`config.mk`:
```
export PLATFORM = sky130hd
export DESIGN_NAME = mac_datapath
export DESIGN_NICKNAME = d
export VERILOG_FILES = /design/src/rtl/mac_pkg.sv /design/src/rtl/mac_mult.sv /design/src/rtl/mac_alu.sv /design/src/rtl/mac_datapath.sv
export SDC_FILE = /design/constraint.sdc
export NUM_CORES = 1
export LEC_CHECK = 0
export ABC_AREA = 1
export BUFFER_PORTS_ARGS = -buffer_cell sky130_fd_sc_hd__buf_4
export CAP_MARGIN = 20
export CORE_MARGIN = 3
export CORE_UTILIZATION = 60
export CTS_BUF_LIST = sky130_fd_sc_hd__clkbuf_8
export DETAILED_ROUTE_END_ITERATION = 10
export PLACE_DENSITY = 0.8
export SLEW_MARGIN = 25
export SYNTH_ARGS = -nofsm -noshare
export SYNTH_HDL_FRONTEND = slang
export SYNTH_SLANG_ARGS = --single-unit
```
`constraint.sdc`:
```
create_clock -name clk -period 14.9 [get_ports clk]
set_input_delay 3.725 -clock clk [delete_from_list [all_inputs] [get_ports clk]]
set_output_delay 3.725 -clock clk [all_outputs]
set_load 0.005 [all_outputs]
```
`src/rtl/mac_pkg.sv`:
```
package mac_pkg;
  typedef enum logic [1:0] {
    OP_LOAD = 2'd0,
    OP_ADD  = 2'd1,
    OP_SUB  = 2'd2,
    OP_NONE = 2'd3
  } alu_op_e;

  typedef struct packed {
    logic n;
    logic v;
    logic z;
    logic c;
  } alu_flags_t;
endpackage

```
`src/rtl/mac_mult.sv`:
```
module mac_mult #(
  parameter int DW = 16,
  parameter int PW = 24
) (
  input  logic          clk,
  input  logic          rst,
  input  logic [DW-1:0] wdata,
  input  logic          x_we,
  input  logic          y_we,
  output logic [DW-1:0] x_q,
  output logic [DW-1:0] y_q,
  output logic [PW-1:0] p_q
);
  localparam int FW = 2 * DW;

  logic signed [FW-1:0] prod;

  always_ff @(posedge clk) begin
    if (rst) begin
      x_q <= '0;
      y_q <= '0;
    end else begin
      if (x_we) x_q <= wdata;
      if (y_we) y_q <= wdata;
    end
  end

  assign prod = $signed(x_q) * $signed(y_q);

  always_ff @(posedge clk) begin
    if (rst) p_q <= '0;
    else     p_q <= prod[FW-1 -: PW];
  end
endmodule

```
`src/rtl/mac_alu.sv`:
```
module mac_alu
  import mac_pkg::*;
#(
  parameter int DW    = 16,
  parameter int AW    = 24,
  parameter int SHIFT = 3
) (
  input  logic [AW-1:0] acc,
  input  logic [AW-1:0] prod,
  input  logic [DW-1:0] bus,
  input  alu_op_e       op,
  input  logic          src_bus,
  input  logic          scale_en,
  input  logic          sat_en,
  output logic [AW-1:0] result,
  output alu_flags_t    flags
);
  localparam int EW = AW + 2;
  localparam logic [AW-1:0] MAXV = {1'b0, {(AW-1){1'b1}}};
  localparam logic [AW-1:0] MINV = {1'b1, {(AW-1){1'b0}}};

  logic [AW-1:0] prod_sc, opnd;
  logic [EW-1:0] wa, wb, wsum;
  logic [AW:0]   uadd, usub;
  logic          ovf;

  always_comb begin
    prod_sc = scale_en ? AW'($signed(prod) >>> SHIFT) : prod;
    opnd    = src_bus ? {bus, {(AW-DW){1'b0}}} : prod_sc;
    wa      = {{2{acc[AW-1]}}, acc};
    wb      = {{2{opnd[AW-1]}}, opnd};
    wsum    = (op == OP_SUB) ? (wa - wb) : (wa + wb);
    uadd    = {1'b0, acc} + {1'b0, opnd};
    usub    = {1'b0, acc} - {1'b0, opnd};
    ovf     = (op != OP_LOAD) &&
              !((wsum[EW-1:AW-1] == '0) || (wsum[EW-1:AW-1] == '1));

    if (op == OP_LOAD)      result = opnd;
    else if (ovf && sat_en) result = wsum[EW-1] ? MINV : MAXV;
    else                    result = wsum[AW-1:0];

    flags.n = result[AW-1];
    flags.z = (result == '0);
    flags.v = ovf;
    case (op)
      OP_ADD:  flags.c = uadd[AW];
      OP_SUB:  flags.c = usub[AW];
      default: flags.c = 1'b0;
    endcase
  end
endmodule

```
`src/rtl/mac_datapath.sv`:
```
module mac_datapath
  import mac_pkg::*;
#(
  parameter int DW    = 16,
  parameter int AW    = 24,
  parameter int SHIFT = 3
) (
  input  logic          clk,
  input  logic          rst,
  input  logic [DW-1:0] dbus,
  input  logic          x_we,
  input  logic          y_we,
  input  logic          acc_we,
  input  logic          alu_go,
  input  logic [1:0]    alu_op,
  input  logic          alu_src,
  input  logic          scale_en,
  input  logic          sat_en,
  output logic [DW-1:0] x_q,
  output logic [DW-1:0] y_q,
  output logic [AW-1:0] p_q,
  output logic [AW-1:0] acc_q,
  output logic [DW-1:0] acc_hi,
  output logic          flag_n,
  output logic          flag_v,
  output logic          flag_z,
  output logic          flag_c
);
  localparam int LOW = AW - DW;

  alu_op_e       op;
  logic [AW-1:0] alu_res;
  alu_flags_t    alu_fl, fl_q;

  assign op = alu_op_e'(alu_op);

  mac_mult #(.DW(DW), .PW(AW)) u_mult (
    .clk(clk), .rst(rst), .wdata(dbus), .x_we(x_we), .y_we(y_we),
    .x_q(x_q), .y_q(y_q), .p_q(p_q)
  );

  mac_alu #(.DW(DW), .AW(AW), .SHIFT(SHIFT)) u_alu (
    .acc(acc_q), .prod(p_q), .bus(dbus), .op(op), .src_bus(alu_src),
    .scale_en(scale_en), .sat_en(sat_en), .result(alu_res), .flags(alu_fl)
  );

  always_ff @(posedge clk) begin
    if (rst) begin
      acc_q <= '0;
      fl_q  <= '0;
    end else if (alu_go) begin
      if (op != OP_NONE) begin
        acc_q <= alu_res;
        fl_q  <= alu_fl;
      end
    end else if (acc_we) begin
      acc_q <= {dbus, {LOW{1'b0}}};
    end
  end

  assign acc_hi = acc_q[AW-1 -: DW];
  assign flag_n = fl_q.n;
  assign flag_v = fl_q.v;
  assign flag_z = fl_q.z;
  assign flag_c = fl_q.c;
endmodule

```
==> results.txt <==
The run finished with clean final reports. The post-route non-filler standard cell count is 2596. For hold timing, the worst endpoint is flag_c. Post-CTS repair changed the size of 0 cells. The total setup buffers inserted after CTS is 0. The share of synthesized registers carrying an async set or reset came out at 0%. The die outline height came out at 169 um. The worst setup path is of the input port to register kind.

Counting flops with a built-in enable in the synthesized netlist gives 0. The final count of hold timing violations is 0. In this run the static leakage power is 9.92 nW. CTS saw 84 sinks.

The fill cell instance count of the final layout is 2342. The longest individual stage delay on the worst path is 0.36 ns. Sequential cells burn 19.1% of the power. The clock edge transition at the registers on the reported setup and hold paths came out at 0.10 ns. The final worst-path setup slack is 5.81 ns. In the global route stage, overall resource usage came out at 35.5%. Setup violations remaining at the end of the flow were counted as 0.

The combined buffer and inverter count along the critical path came out at 6. The maximum buffer depth of the clock tree came out at 2. The post-layout net count is 2652. Buffers placed on the I/O ports in this run total 126. For met1 alone, demand over resource in global routing was 45.4%. The number of instances in the synthesized netlist is 2209. Global routing consumed, on the met2 layer, 58.9% of the routing resources.

The total number of H-tree levels is 3. The number of placement rows came out at 59. The number of placed instances with taps included is 2580. The sequential-to-total area share from yosys stat is 10.6%. The weighted congestion reported at the end of routability-driven placement is 1.03. Compared with the post-synthesis result, the final layout area differs by 7.48%.

The met3 layer usage reported by global route came out at 6.73%. The total overflow left after global routing is 0. TritonCTS built the clock tree. In this run the power density over the cells is 110 mW/mm^2. The family of cells with the greatest summed delay on the critical path is simple AND/OR/NAND/NOR gates. The cell-internal power is 0.000846 W. After detailed routing, the average wire length per cell comes to 19.1 um.

The wire-length estimate of the detail-placed layout is 39400 um. In this run, the number of DRC markers left after iteration 0 of detailed routing was 1528. Prior to clock tree synthesis, the placed netlist has a worst setup slack of 5.65 ns.

Across all hold checks on the routed design, the worst slack comes to 0.484 ns. The worst register-to-register path begins at u_mult.y_q[1]. The worst register-to-register path ends at u_mult.p_q[19]. The master of the slowest instance on the critical path is ha_1. In this run, the combinational gates consume 72.0% of the power. STA classifies the critical path startpoint as an input port. In this run the clock root is driven by a clkbuf_8. By instance count, the cell type seen most on the critical path is nand2_1.

The first global-routing pass estimated 78800 um of wire. In the final layout, the share of cells above drive strength 1 is 8.80%. The Yosys step of the flow raised 0 warnings. The portion of the clock cycle consumed by the worst path in the final layout is 61.0%.

The first-pass iteration count of the detailed router is 5. Counting instances, the worst hold path has a depth of 2. The minimum clock period is 9.09 ns. The die is 169 um wide.

The number of cells traversed by the worst register-to-register path is 20. The worst path required time came out at 15.23 ns. The starting density of the core came out at 61.1%.

The number of nets produced by synthesis is 2605. The count of antenna-violating nets left after detailed routing is 0. The final routed DRC violation total is 0. STA puts the critical path data arrival time at 9.42 ns. In this run the worst hold path is classified as register to register. The region available for standard cell placement spans 0.0261 mm^2. The peak clock frequency supported by timing came out at 0.110 GHz. The largest driver fanout on the critical path came out at 24.

The number of pins with negative max-slew slack in the final report came to 0. The clock arrives with 0.0146 ns of skew. The worst hold path startpoint is flag_c. For this design the total switching power over the nets is 0.00103 W. The tightest slew margin relative to the limit came out at 25.9%. The pin count of the biggest net entering global routing came out at 35.

The number of clock buffers inserted by TritonCTS is 9. The worst-case IR drop observed on VDD is 60.1 uV. The worst setup path is captured at a register. The number of antenna diodes in the final layout is 0. Setup repair after global routing left no endpoint under its margin.

The number of hold buffers added after CTS was 0. For the worst-skew pair, the clock arrives at the later sink with an insertion delay of 0.39 ns. The via count of the routed design came out at 14416.

The transition time at the pin with the least slew margin came out at 1.11 ns. The layer carrying the most global-route usage is met2. The final layout contains routed wiring with a total length of 49600 um. The area of the die is 0.0285 mm^2. The most common flop cell mapped by yosys is dfxtp_1. The initial antenna violation count came out at 0. Dividing the synthesized area by the synthesized cell count gives 7.21 um^2.

The number of primary I/O pins came out at 127. Net switching is 55.0% of the power. After routing, the total negative slack on setup checks comes to 0 ns.

Cells fill 65.7% of the core in the end. The post-detailed-route via-to-cell ratio came out at 5.55. In this run, distinct cell masters in the synthesized netlist total 48.

The number of flip-flops and latches in the synthesized netlist came out at 84. The number of max-cap violations came out at 0. The cell area after synthesis is 0.0159 mm^2. Across all register-to-register paths, the minimum setup slack is 7.91 ns. The number of global-route vias before repair was 14867. The power share of the clock group is 8.9%.
==> worst max-delay path by stage <==
stage / from / to / cells after the start
after detailed placement: scale_en / flag_z / 37
after global routing: scale_en / flag_z / 37
final: scale_en / flag_z / 37
after global placement: scale_en / flag_z / 38
after CTS: scale_en / flag_z / 37
after floorplan: alu_src / flag_z / 38
==> cells by family after synthesis <==
kind of cell	count (synthesis)	synth area share, %
and+or+nand+nor	751	19.2
buffers and inverters	669	16.5
adders and majority gates	369	41.3
AOI/OAI and AO/OA	281	9.49
DFF	84	10.6
xor gates and xnor gates	55	3.02
==> stage by stage <==
stage	power, W	area, um^2
after floorplan	0.00128	15900
after global placement	0.00166	16900
after detailed placement	0.00169	16900
after CTS	0.00186	17100
after global routing	0.00207	17100
final	0.00188	17100
==> synthesized netlist by cell type (6+ instances only) <==
cell type	instances	area share, %
o21ai_0	116	3.6
xnor2_1	21	1.2
clkbuf_1	81	1.9
buf_4	20	0.94
nand2_2	10	0.39
or2_2	9	0.35
o21a_1	6	0.28
dfxtp_1	84	11
ha_1	107	8.4
inv_1	552	13
fa_1	262	33
nand3_1	52	1.6
a21oi_1	123	3.9
nor3_1	13	0.41
a31oi_1	9	0.35
nand3_2	7	0.44
nand2_1	537	13
xor2_1	34	1.9
nor2_1	107	2.5
==> sequential cells by signal (all words and copies together) (netlist names) <==
register	cells
flag_c	1
flag_z	1
flag_v	1
acc_q	24
u_mult.p_q	24
u_mult.y_q	16
flag_n	1
u_mult.x_q	16
==> placed cells by master, fill, tap and decap left out, types with 2 or more instances in the layout <==
master,synthesis,final
nand3_1,52,52
nor2_1,107,107
nand3_2,7,7
nor4_1,3,3
a2bb2oi_1,2,2
o21ai_0,116,116
xor2_1,34,34
a21oi_1,123,123
ha_1,107,107
inv_8,0,2
a41oi_1,2,2
inv_1,552,552
a21o_1,5,5
clkinv_1,3,3
clkbuf_8,0,10
nand2_2,10,10
clkinvlp_4,0,3
o21a_1,6,6
a221oi_1,2,2
a31oi_1,9,9
nand2_1,537,537
nor3b_1,2,2
o211ai_1,2,2
dfxtp_1,84,84
o21ai_1,2,2
xnor2_1,21,21
fa_1,262,262
buf_4,20,148
nor3_1,13,13
inv_2,2,2
o21bai_1,4,4
or2_2,9,9
nand4_1,5,5
==> area by class of cell <==
class / instances / area, um^2 / area share, %
Inverter: 557 / 2090 / 12.2
Multi-Input combinational cell: 1456 / 11600 / 67.9
Tap cell: 335 / 419 / 2.45
Clock inverter: 6 / 53.8 / 0.314
Sequential cell: 84 / 1680 / 9.82
Timing Repair Buffer: 148 / 1110 / 6.49
Clock buffer: 10 / 138 / 0.804
==> power by group through the flow <==
stage | logic (W) | clock network (W) | registers [W]
after global routing | 0.00154 | 0.000175 | 0.000357
after CTS | 0.00134 | 0.000169 | 0.000354
after global placement | 0.00130 | 0 | 0.000360
final | 0.00135 | 0.000167 | 0.000360
after floorplan | 0.000978 | 0 | 0.000306
after detailed placement | 0.00133 | 0 | 0.000359
==> routing by layer <==
layer,up-vias,share of wire (%)
li1,6603,-
met1,6870,38
met2,757,47
met3,186,10
met4,0,5.4
met5,-,0
==> tightest hold or removal path, delay by kind of cell (launching register included) <==
family | cells | cell delay (ns)
AND/OR/NAND/NOR | 1 | 0.06
flip-flops | 1 | 0.33
AO/OA/AOI/OAI | 1 | 0.06
No activity file was read; power rests on OpenSTA's default activity.
